--- src/rtl/cpu_port_pkg.sv ---
package cpu_port_pkg;
  localparam int PORT_W    = 8;
  localparam int CFG_W     = 3;
  localparam int FLOAT_LO  = 6;
  localparam int NUM_FLOAT = 2;
  localparam int SENSE_BIT = 5;

  localparam logic [PORT_W-1:0] PIN_RD_MASK = 8'h17;
  localparam logic [PORT_W-1:0] RST_DIR     = 8'h00;
  localparam logic [PORT_W-1:0] RST_DATA    = 8'h3F;
  localparam logic [PORT_W-1:0] RST_PINS    = 8'h3F;

  typedef enum logic [1:0] {
    SRC_DIR  = 2'd0,
    SRC_PORT = 2'd1,
    SRC_RAM  = 2'd2
  } rd_src_e;
endpackage

--- src/rtl/cpu_port_regs.sv ---
module cpu_port_regs
  import cpu_port_pkg::*;
(
  input  logic              clk,
  input  logic              rst,
  input  logic              dir_wr,
  input  logic              data_wr,
  input  logic [PORT_W-1:0] wdata,
  output logic [PORT_W-1:0] dir_q,
  output logic [PORT_W-1:0] data_q,
  output logic [PORT_W-1:0] pins_q,
  output logic [CFG_W-1:0]  cfg_q,
  output logic [PORT_W-1:0] base_rd
);
  logic [PORT_W-1:0] dir_n, data_n, pins_n, drive_n;
  logic [CFG_W-1:0]  cfg_n;

  always_comb begin
    dir_n   = dir_wr  ? wdata : dir_q;
    data_n  = data_wr ? wdata : data_q;
    pins_n  = (pins_q & ~dir_n) | (data_n & dir_n);
    drive_n = data_n | ~dir_n;
    cfg_n   = drive_n[CFG_W-1:0];
  end

  always_ff @(posedge clk) begin
    if (rst) begin
      dir_q  <= RST_DIR;
      data_q <= RST_DATA;
      pins_q <= RST_PINS;
      cfg_q  <= '1;
    end else if (dir_wr || data_wr) begin
      dir_q  <= dir_n;
      data_q <= data_n;
      pins_q <= pins_n;
      cfg_q  <= cfg_n;
    end
  end

  always_comb begin
    base_rd = (data_q | ~dir_q) & (pins_q | PIN_RD_MASK);
    if (!dir_q[SENSE_BIT]) base_rd[SENSE_BIT] = 1'b0;
  end
endmodule

--- src/rtl/cpu_port_decay_cell.sv ---
module cpu_port_decay_cell #(
  parameter int CNT_W       = 32,
  parameter int FALL_CYCLES = 350000
) (
  input  logic             clk,
  input  logic             rst,
  input  logic             dir_bit,
  input  logic             dir_wr,
  input  logic             dir_new_bit,
  input  logic             data_wr,
  input  logic             data_new_bit,
  input  logic             data_cur_bit,
  input  logic             rd_port,
  input  logic [CNT_W-1:0] cycle_now,
  output logic             held_eff
);
  localparam logic [CNT_W-1:0] FALL_V = CNT_W'(FALL_CYCLES);

  logic             level_q;
  logic             armed_q;
  logic [CNT_W-1:0] deadline_q;
  logic             expired;
  logic             charge_data, charge_dir;

  always_comb begin
    expired     = armed_q && (deadline_q < cycle_now);
    held_eff    = expired ? 1'b0 : level_q;
    charge_data = data_wr && dir_bit;
    charge_dir  = dir_wr && dir_bit && !dir_new_bit;
  end

  always_ff @(posedge clk) begin
    if (rst) begin
      level_q    <= 1'b0;
      armed_q    <= 1'b0;
      deadline_q <= '0;
    end else if (charge_data) begin
      level_q    <= data_new_bit;
      armed_q    <= 1'b1;
      deadline_q <= cycle_now + FALL_V;
    end else if (charge_dir) begin
      level_q    <= data_cur_bit;
      armed_q    <= 1'b1;
      deadline_q <= cycle_now + FALL_V;
    end else if (rd_port && expired) begin
      level_q <= 1'b0;
      armed_q <= 1'b0;
    end
  end
endmodule

--- src/rtl/cpu_port_bus.sv ---
module cpu_port_bus
  import cpu_port_pkg::*;
#(
  parameter int ADDR_W    = 16,
  parameter int DIR_ADDR  = 0,
  parameter int DATA_ADDR = 1
) (
  input  logic              clk,
  input  logic              rst,
  input  logic              bus_sel,
  input  logic              bus_we,
  input  logic [ADDR_W-1:0] bus_addr,
  input  logic [PORT_W-1:0] bus_wdata,
  input  logic [PORT_W-1:0] last_bus_byte,
  input  logic [PORT_W-1:0] dir_q,
  input  logic [PORT_W-1:0] port_val,
  input  logic [PORT_W-1:0] ram_rdata,
  output logic              dir_wr,
  output logic              data_wr,
  output logic              rd_port,
  output logic              ram_we,
  output logic [ADDR_W-1:0] ram_addr,
  output logic [PORT_W-1:0] ram_wdata,
  output logic [PORT_W-1:0] bus_rdata
);
  localparam logic [ADDR_W-1:0] DIR_A  = ADDR_W'(DIR_ADDR);
  localparam logic [ADDR_W-1:0] DATA_A = ADDR_W'(DATA_ADDR);

  logic              hit_dir, hit_data, rd_req;
  rd_src_e           src_q;
  logic [PORT_W-1:0] loc_q;

  always_comb begin
    hit_dir   = (bus_addr == DIR_A);
    hit_data  = (bus_addr == DATA_A);
    rd_req    = bus_sel && !bus_we;
    dir_wr    = bus_sel && bus_we && hit_dir;
    data_wr   = bus_sel && bus_we && hit_data;
    rd_port   = rd_req && hit_data;
    ram_we    = bus_sel && bus_we;
    ram_addr  = bus_addr;
    ram_wdata = (hit_dir || hit_data) ? last_bus_byte : bus_wdata;
  end

  always_ff @(posedge clk) begin
    if (rst) begin
      src_q <= SRC_DIR;
      loc_q <= '0;
    end else if (rd_req) begin
      if (hit_dir) begin
        src_q <= SRC_DIR;
        loc_q <= dir_q;
      end else if (hit_data) begin
        src_q <= SRC_PORT;
        loc_q <= port_val;
      end else begin
        src_q <= SRC_RAM;
      end
    end
  end

  assign bus_rdata = (src_q == SRC_RAM) ? ram_rdata : loc_q;
endmodule

--- src/rtl/cpu_io_port.sv ---
module cpu_io_port
  import cpu_port_pkg::*;
#(
  parameter int ADDR_W      = 16,
  parameter int CNT_W       = 32,
  parameter int FALL_CYCLES = 350000,
  parameter int DIR_ADDR    = 0,
  parameter int DATA_ADDR   = 1
) (
  input  logic              clk,
  input  logic              rst,
  input  logic              bus_sel,
  input  logic              bus_we,
  input  logic [ADDR_W-1:0] bus_addr,
  input  logic [7:0]        bus_wdata,
  output logic [7:0]        bus_rdata,
  input  logic [7:0]        last_bus_byte,
  input  logic [CNT_W-1:0]  cycle_now,
  output logic              ram_we,
  output logic [ADDR_W-1:0] ram_addr,
  output logic [7:0]        ram_wdata,
  input  logic [7:0]        ram_rdata,
  output logic [7:0]        pin_out,
  output logic [2:0]        cfg_out
);
  logic              dir_wr, data_wr, rd_port;
  logic [PORT_W-1:0] dir_q, data_q, pins_q, base_rd, port_val;
  logic [NUM_FLOAT-1:0] held_eff;

  cpu_port_bus #(
    .ADDR_W(ADDR_W), .DIR_ADDR(DIR_ADDR), .DATA_ADDR(DATA_ADDR)
  ) u_bus (
    .clk(clk), .rst(rst),
    .bus_sel(bus_sel), .bus_we(bus_we), .bus_addr(bus_addr),
    .bus_wdata(bus_wdata), .last_bus_byte(last_bus_byte),
    .dir_q(dir_q), .port_val(port_val), .ram_rdata(ram_rdata),
    .dir_wr(dir_wr), .data_wr(data_wr), .rd_port(rd_port),
    .ram_we(ram_we), .ram_addr(ram_addr), .ram_wdata(ram_wdata),
    .bus_rdata(bus_rdata)
  );

  cpu_port_regs u_regs (
    .clk(clk), .rst(rst),
    .dir_wr(dir_wr), .data_wr(data_wr), .wdata(bus_wdata),
    .dir_q(dir_q), .data_q(data_q), .pins_q(pins_q),
    .cfg_q(cfg_out), .base_rd(base_rd)
  );

  for (genvar k = 0; k < NUM_FLOAT; k++) begin : g_float
    localparam int B = FLOAT_LO + k;
    cpu_port_decay_cell #(
      .CNT_W(CNT_W), .FALL_CYCLES(FALL_CYCLES)
    ) u_cell (
      .clk(clk), .rst(rst),
      .dir_bit(dir_q[B]), .dir_wr(dir_wr), .dir_new_bit(bus_wdata[B]),
      .data_wr(data_wr), .data_new_bit(bus_wdata[B]),
      .data_cur_bit(data_q[B]), .rd_port(rd_port),
      .cycle_now(cycle_now), .held_eff(held_eff[k])
    );
  end

  always_comb begin
    port_val = base_rd;
    for (int k = 0; k < NUM_FLOAT; k++) begin
      if (!dir_q[FLOAT_LO+k]) port_val[FLOAT_LO+k] = held_eff[k];
    end
  end

  assign pin_out = pins_q;
endmodule

--- config.mk ---
export PLATFORM = sky130hd
export DESIGN_NAME = cpu_io_port
export DESIGN_NICKNAME = d
export VERILOG_FILES = /design/src/rtl/cpu_port_pkg.sv /design/src/rtl/cpu_port_regs.sv /design/src/rtl/cpu_port_decay_cell.sv /design/src/rtl/cpu_port_bus.sv /design/src/rtl/cpu_io_port.sv
export SDC_FILE = /design/constraint.sdc
export NUM_CORES = 1
export LEC_CHECK = 0
export CORE_MARGIN = 5
export CORE_UTILIZATION = 30
export DETAILED_ROUTE_END_ITERATION = 10
export DONT_BUFFER_PORTS = 1
export HOLD_SLACK_MARGIN = 0.15
export PLACE_DENSITY = 0.49
export SETUP_SLACK_MARGIN = 0.05
export SYNTH_ARGS = -nofsm -noshare
export SYNTH_HDL_FRONTEND = slang
export SYNTH_SLANG_ARGS = --single-unit
--- constraint.sdc ---
create_clock -name clk -period 7.1 [get_ports clk]
set_clock_uncertainty 0.2 [all_clocks]
set_input_delay 0.355 -clock clk [delete_from_list [all_inputs] [get_ports clk]]
set_output_delay 0.355 -clock clk [all_outputs]
set_load 0.02 [all_outputs]
==> impl_metrics.env, run 1 <==
export IMPL_synth_area_per_cell_um2=8.18
export IMPL_postCtsResizedCells=0
export IMPL_synth_edf_count=0
export IMPL_p_seq_frac=0.481
export IMPL_grt_pass1_wl_um=29100
export IMPL_hold_viol=0
export IMPL_power_frac_clock=0.424
export IMPL_min_to="g_float[1].u_cell.deadline_q[5]"
export IMPL_area_growth_pct=13.1
export IMPL_grt_max_degree=106
export IMPL_worst_setup_path_type="primary input to flop"
export IMPL_syn_nets=922
export IMPL_setup_viol=0
export IMPL_synth_xor_area_frac=0.0287
export IMPL_grt_antenna_before_repair=0
export IMPL_worstSkewPairLatency_ns=0.36
export IMPL_wl_per_cell_um=16.8
export IMPL_netlist_area_um2=6400
export IMPL_async_flop_share=0
export IMPL_mostFrequentLayoutCell="dfxtp_1"
export IMPL_drt_pass1_iter_count=5
export IMPL_min_period_over_period=0.555
export IMPL_fin_crit_ns=3.94
export IMPL_htreeDepth=3
export IMPL_cts_root_buf="clkbuf_16"
export IMPL_grt_overflow=0
export IMPL_p_switching_uw=313
export IMPL_cp_end_kind="flop"
export IMPL_cts_tree="built"
export IMPL_via_count=5518
export IMPL_grt_pass1_vias=5449
export IMPL_clk_pin_slew_worst_paths_ns=0.08
export IMPL_die_area_um2=24400
export IMPL_fmax_ghz=0.254
export IMPL_ys_ff_latch=105
export IMPL_synthCells=783
export IMPL_synth_compound_area_frac=0.222
export IMPL_rsz0062_at_grt="false"
export IMPL_r2r_end="g_float[1].u_cell.armed_q"
export IMPL_clock_path_buffers=2
export IMPL_antenna_left=0
export IMPL_crit_path_frequent_cell="dlygate4sd3_1"
export IMPL_die_w_um=156
export IMPL_whs_path_depth=3
export IMPL_layout_drive_gt1_share=0.0706
export IMPL_synthSimpleGateAreaFrac=0.196
export IMPL_ys_flop_type="dfxtp_1"
export IMPL_n_antenna_cell=0
export IMPL_worstRegToRegCells=6
export IMPL_synth_area_leaders="dfxtp_1 (33%), ha_1 (12%), a21oi_1 (6.2%), nand2_1 (5.6%), nor2_1 (5.0%)"
export IMPL_fin_tns_setup_ns=0
export IMPL_coreArea_um2=21000
export IMPL_max_slew_margin_rel=0.251
export IMPL_critical_path_max_fanout=19
export IMPL_critPathBufInv=2
export IMPL_cp_start_kind="primary input"
export IMPL_start_util=0.305
export IMPL_yosysSeqAreaShare=0.328
export IMPL_synth_distinct_cells=51
export IMPL_gp_congestion=0.768
export IMPL_drcViolationCount=0
export IMPL_ys_warn_count=0
export IMPL_holdBufCountCts=43
export IMPL_most_common_layout_cells="dfxtp_1 (105), nand2_1 (95), nor2_1 (85)"
export IMPL_hold_class="primary input to flop"
export IMPL_path_cells="or4_1 > nor4_4 > nand3_1 > nor2_2 > nand2_1 > dlygate4sd3_1 > a21oi_1 > dlygate4sd3_1"
export IMPL_fin_util=0.344
export IMPL_synth_top_cell_by_area="dfxtp_1"
export IMPL_internal_power_uw=911
export IMPL_powerDensity_nw_per_um2=169
export IMPL_synth_fa_ha_area_frac=0.123
export IMPL_synth_mux_area_frac=0.0346
export IMPL_drv_cap=0
export IMPL_num_rows=53
export IMPL_drtIter0Drc=264
export IMPL_routed_wl_um=18000
export IMPL_crit_family="simple AND/OR/NAND/NOR gates"
export IMPL_ios=120
export IMPL_status="finished clean"
export IMPL_fin_nets=927
export IMPL_rrSetupSlack_ns=4.68
export IMPL_crit_required_ns=7.21
export IMPL_post_cts_setup_buffer_count=0
export IMPL_synth_top_family_by_area="compound AO/OA/AOI/OAI gates"
export IMPL_synth_top_area_frac=0.328
export IMPL_hp_start="cycle_now[4]"
export IMPL_vias_per_cell=5.17
export IMPL_hpwl_um=12400
export IMPL_reg2reg_from="g_float[1].u_cell.deadline_q[7]"
export IMPL_grt_usage=0.148
export IMPL_cp_arrival_ns=4.04
export IMPL_fp_dieH_um=156
export IMPL_io_buffers=0
export IMPL_sw_frac_of_total=0.256
export IMPL_slowest_delay_ns=0.67
export IMPL_p_comb_frac=0.095
export IMPL_power_leakage_nw=2.73
export IMPL_cts_made_buffers=9
export IMPL_maxSlewViolCount=0
export IMPL_critPathSlowestCell="nand3_1"
export IMPL_irDropWorstVdd_mv=0.120
export IMPL_clock_sinks=105
export IMPL_worstMarginPinSlew_ns=1.12
how the worst max path moves through the flow:
stage | start | endpoint | slack [ns] | cells after the start
5_1_grt | bus_addr[1] | u_regs.dir_q[4] | 2.88 | 8
4_1_cts | bus_addr[1] | u_regs.dir_q[4] | 3.21 | 8
6_report | bus_addr[1] | u_regs.dir_q[4] | 3.16 | 8
3_3_place_gp | bus_addr[1] | g_float[1].u_cell.deadline_q[10] | 3.69 | 7
2_1_floorplan | bus_addr[1] | g_float[1].u_cell.deadline_q[13] | 4.54 | 9
3_5_place_dp | bus_addr[1] | g_float[1].u_cell.deadline_q[5] | 3.59 | 7
routing by layer:
metal | wire length (µm) | track usage
met5 | 0 | 0
met3 | 1010 | 0.0355
met2 | 8150 | 0.237
met1 | 8700 | 0.205
met4 | 146 | 0.0271
synthesized netlist by cell type, types with 13 or more instances:
library cell and number:
nand2_1 95, a21oi_1 79, buf_4 21, mux2_2 17
nor3_1 13, dfxtp_1 105, inv_1 36, o21ai_0 31
nand3_1 14, a31oi_1 13, clkbuf_1 23, a211oi_1 35
and3_1 16, ha_1 63, xnor2_1 21, nor2_1 85
layout make-up:
| class | instances | area (µm²) |
|---|---|---|
| inverters | 36 | 135 |
| repair buffers | 48 | 485 |
| well taps | 275 | 344 |
| clock buffers | 10 | 229 |
| multi-input cells | 588 | 3870 |
| clock inverters | 6 | 72.6 |
| fillers | 2180 | 13800 |
| flip-flops and latches | 105 | 2100 |
worst register-to-register path, stage by stage, from the launching register on:
cell and delay [ns]:
dfxtp_1 0.32, ha_1 0.29, and3_1 0.18, or4b_2 0.59, a211oi_1 0.33, and4bb_2 0.29, nor3_1 0.15
power groups by stage:
stage	Sequential (mW)	Combinational (mW)	Clock, mW
after floorplan	0.603	0.0886	0
after global placement	0.603	0.0827	0
after detailed placement	0.603	0.0819	0
after CTS	0.589	0.117	0.540
after global routing	0.589	0.129	0.559
final	0.589	0.116	0.519
registers in the layout (all words and copies together), names as in the netlist, named ones only:
name and count:
u_regs.dir_q 8, g_float.u_cell.deadline_q 64, u_regs.data_q 8, u_bus.src_q 2, u_bus.loc_q 8, g_float.u_cell.level_q 2
u_regs.cfg_q 3, g_float.u_cell.armed_q 2
metrics by stage:
stage / worst slack (ns) / power, mW / area, µm² / hold WS (ns) / instances
finish: 3.16 / 1.22 / 7240 / 0.167 / 1068
CTS: 3.21 / 1.24 / 7240 / 0.153 / 1068
global placement: 3.69 / 0.685 / 6490 / 0.228 / 1009
detailed placement: 3.59 / 0.685 / 6490 / 0.240 / 1009
global route: 2.88 / 1.28 / 7240 / 0.197 / 1068
floorplan: 4.54 / 0.691 / 6400 / 0.227 / 783
cell families (layout without fill, tap and decap cells):
logic type               after synthesis  in the layout
AO/OA/AOI/OAI                        216            216
XOR/XNOR                              21             21
adder cells (fa/ha/maj)               63             63
buffers and inverters                 90            100
flip-flops                           105            105
multiplexers                          20             20
AND/OR/NAND/NOR                      268            268
Note: power is estimated with default switching activity, not from simulation.
==> run 2: changes to the inputs <==
--- a/config.mk
+++ b/config.mk
@@ -5,6 +5,7 @@
 export SDC_FILE = /design/constraint.sdc
 export NUM_CORES = 1
 export LEC_CHECK = 0
+export ABC_AREA = 1
 export CORE_MARGIN = 5
 export CORE_UTILIZATION = 30
 export DETAILED_ROUTE_END_ITERATION = 10
==> constraint.sdc (replaced) <==
create_clock -name clk -period 3.8 [get_ports clk]
set_clock_uncertainty 0.2 [all_clocks]
set_input_delay 0.19 -clock clk [delete_from_list [all_inputs] [get_ports clk]]
set_output_delay 0.19 -clock clk [all_outputs]
set_load 0.02 [all_outputs]
==> impl_metrics.env, run 2 <==
export IMPL_grt_pass1_vias=5917
export IMPL_start_util=0.304
export IMPL_max_slew_margin_rel=0.294
export IMPL_antenna_left=0
export IMPL_critical_path_max_fanout=4
export IMPL_grt_max_degree=46
export IMPL_synth_area_per_cell_um2=6.96
export IMPL_async_flop_share=0
export IMPL_top_register="g_float.u_cell.deadline_q"
export IMPL_drcViolationCount=0
export IMPL_whs_path_depth=6
export IMPL_gp_congestion=0.820
export IMPL_synth_area_leaders="dfxtp_1 (32%), ha_1 (12%), nand2_1 (9.0%), inv_1 (6.7%), a21oi_1 (6.3%)"
export IMPL_grt_pass1_wl_um=32100
export IMPL_drt_pass1_iter_count=4
export IMPL_fin_crit_ns=3.13
export IMPL_synth_common_cells="nand2_1 (159), inv_1 (118), nor2_1 (106), dfxtp_1 (105), a21oi_1 (83)"
export IMPL_via_count=5997
export IMPL_drv_cap=0
export IMPL_fp_dieH_um=159
export IMPL_synth_top_area_frac=0.316
export IMPL_hp_start="cycle_now[27]"
export IMPL_die_area_um2=25200
export IMPL_routed_wl_um=19900
export IMPL_synth_distinct_cells=33
export IMPL_layout_drive_gt1_share=0.0603
export IMPL_num_rows=54
export IMPL_n_fill_cell=2373
export IMPL_setup_viol=0
export IMPL_r2r_end="g_float[1].u_cell.level_q"
export IMPL_rsz0062_at_grt="false"
export IMPL_synthCells=955
export IMPL_setup_slack_ns=0.670
export IMPL_fin_tns_setup_ns=0
export IMPL_worstMarginPinSlew_ns=1.06
export IMPL_clock_path_buffers=2
export IMPL_cts_tree="built"
export IMPL_fin_nets=1113
export IMPL_mostFrequentLayoutCell="nand2_1"
export IMPL_powerDensity_nw_per_um2=306
export IMPL_min_period_over_period=0.824
export IMPL_cts_root_buf="clkbuf_16"
export IMPL_worst_setup_path_type="primary input to flop"
export IMPL_min_to="g_float[1].u_cell.deadline_q[28]"
export IMPL_yosysMostFrequentCell="nand2_1"
export IMPL_largest_reg_flops=64
export IMPL_most_common_layout_cells="nand2_1 (159), inv_1 (117), nor2_1 (106)"
export IMPL_maxSlewViolCount=0
export IMPL_ys_warn_count=0
export IMPL_worstRegToRegCells=11
export IMPL_htreeDepth=3
export IMPL_hold_class="primary input to flop"
export IMPL_clk_pin_slew_worst_paths_ns=0.08
export IMPL_die_w_um=159
export IMPL_reg2reg_from="g_float[1].u_cell.deadline_q[31]"
export IMPL_netlist_area_um2=6650
export IMPL_grt_antenna_before_repair=0
export IMPL_coreArea_um2=21800
export IMPL_multi_input_area_um2=3800
export IMPL_irDropWorstVdd_mv=0.239
export IMPL_crit_required_ns=3.82
export IMPL_ys_flop_type="dfxtp_1"
export IMPL_status="finished clean"
export IMPL_power_leakage_nw=3.48
export IMPL_fin_util=0.346
export IMPL_rrSetupSlack_ns=1.60
export IMPL_ys_ff_latch=105
export IMPL_io_buffers=0
export IMPL_cp_arrival_ns=3.15
export IMPL_area_growth_pct=13.5
export IMPL_synth_top_cell_by_area="dfxtp_1"
export IMPL_hpwl_um=14900
export IMPL_ios=120
export IMPL_vias_per_cell=4.76
export IMPL_placed_cell_area_um2=6760
export IMPL_cp_end_kind="flop"
export IMPL_hold_viol=0
export IMPL_worstSkewPairLatency_ns=0.36
export IMPL_fin_area_um2=7540
export IMPL_cp_start_kind="primary input"
export IMPL_grt_overflow=0
export IMPL_synth_edf_count=0
export IMPL_cts_made_buffers=9
export IMPL_wl_per_cell_um=15.8
export IMPL_drtIter0Drc=384
export IMPL_yosysSeqAreaShare=0.316
export IMPL_dp_worst_setup_slack_ns=1.11
export IMPL_n_antenna_cell=0
export IMPL_postCtsResizedCells=0
export IMPL_ff_latch_area_um2=2100
export IMPL_grt_usage=0.155
export IMPL_clock_sinks=105
export IMPL_syn_nets=1094
export IMPL_fmax_ghz=0.319
==> run 2: timing repair <==
action,4_1_cts,5_1_grt
hold endpoints to repair,100,0
hold buffers,49,0
setup buffers,0,0
==> run 2: area by class of cell <==
cell class | count | area share
Multi-Input combinational cell | 679 | 0.503
Timing Repair Buffer | 54 | 0.0700
Sequential cell | 105 | 0.279
Clock inverter | 7 | 0.00962
Inverter | 125 | 0.0622
Clock buffer | 9 | 0.0299
Tap cell | 280 | 0.0464
==> run 2: kinds of logic (layout without fill, tap and decap cells) <==
logic type	after synthesis	count (layout)	synth area share
and+or+nand+nor	354	354	0.226
AOI/OAI and AO/OA	235	235	0.189
buffers and inverters	171	195	0.112
DFF	105	105	0.316
adders and majority gates	63	63	0.119
xor gates and xnor gates	21	21	0.0277
muxes	6	6	0.0102
==> run 2: per-layer routing <==
layer	share of wire	GRT usage	wire length, µm	vias to the layer above
met2	0.44	0.247	8760	150
met3	0.048	0.0327	963	14
met4	0.0098	0.0262	195	0
met5	0	0	0	-
met1	0.50	0.220	10000	2658
li1	-	-	-	3175
==> run 2: worst max path at each step <==
stage               cells after the start  slack, ns                          endpoint           from
finish                                 14       0.67  g_float[1].u_cell.deadline_q[24]   cycle_now[4]
global route                           14       0.41  g_float[0].u_cell.deadline_q[24]   cycle_now[4]
CTS                                    14       0.67  g_float[1].u_cell.deadline_q[24]   cycle_now[4]
detailed placement                     14       1.11         g_float[1].u_cell.level_q    bus_addr[5]
global placement                       14       1.23         g_float[1].u_cell.level_q    bus_addr[4]
floorplan                              15       2.00         g_float[0].u_cell.level_q  cycle_now[14]
==> run 2: per-stage QoR <==
stage	cells	total power, mW	hold slack, ns
2_1_floorplan	955	1.30	0.0695
3_3_place_gp	1194	1.33	0.0667
3_5_place_dp	1194	1.33	0.0681
4_1_cts	1259	2.33	0.152
5_1_grt	1259	2.40	0.180
6_report	1259	2.31	0.163
==> run 2: report_power, final <==
part	internal, mW	switching [mW]
Clock	0.465	0.485
Sequential	1.10	0.000450
Combinational	0.0895	0.169
==> run 2: worst max-delay path, stage by stage <==
cell and delay (ns):
dlygate4sd3_1 0.64, inv_1 0.12, ha_1 0.23, inv_1 0.14, nand3_1 0.12, nand2_1 0.10, nor2_1 0.07, nand2_1 0.09
nand2_1 0.11, o21ai_1 0.30, nand2_1 0.11, xor2_1 0.18, dlygate4sd3_1 0.64, a21oi_1 0.08
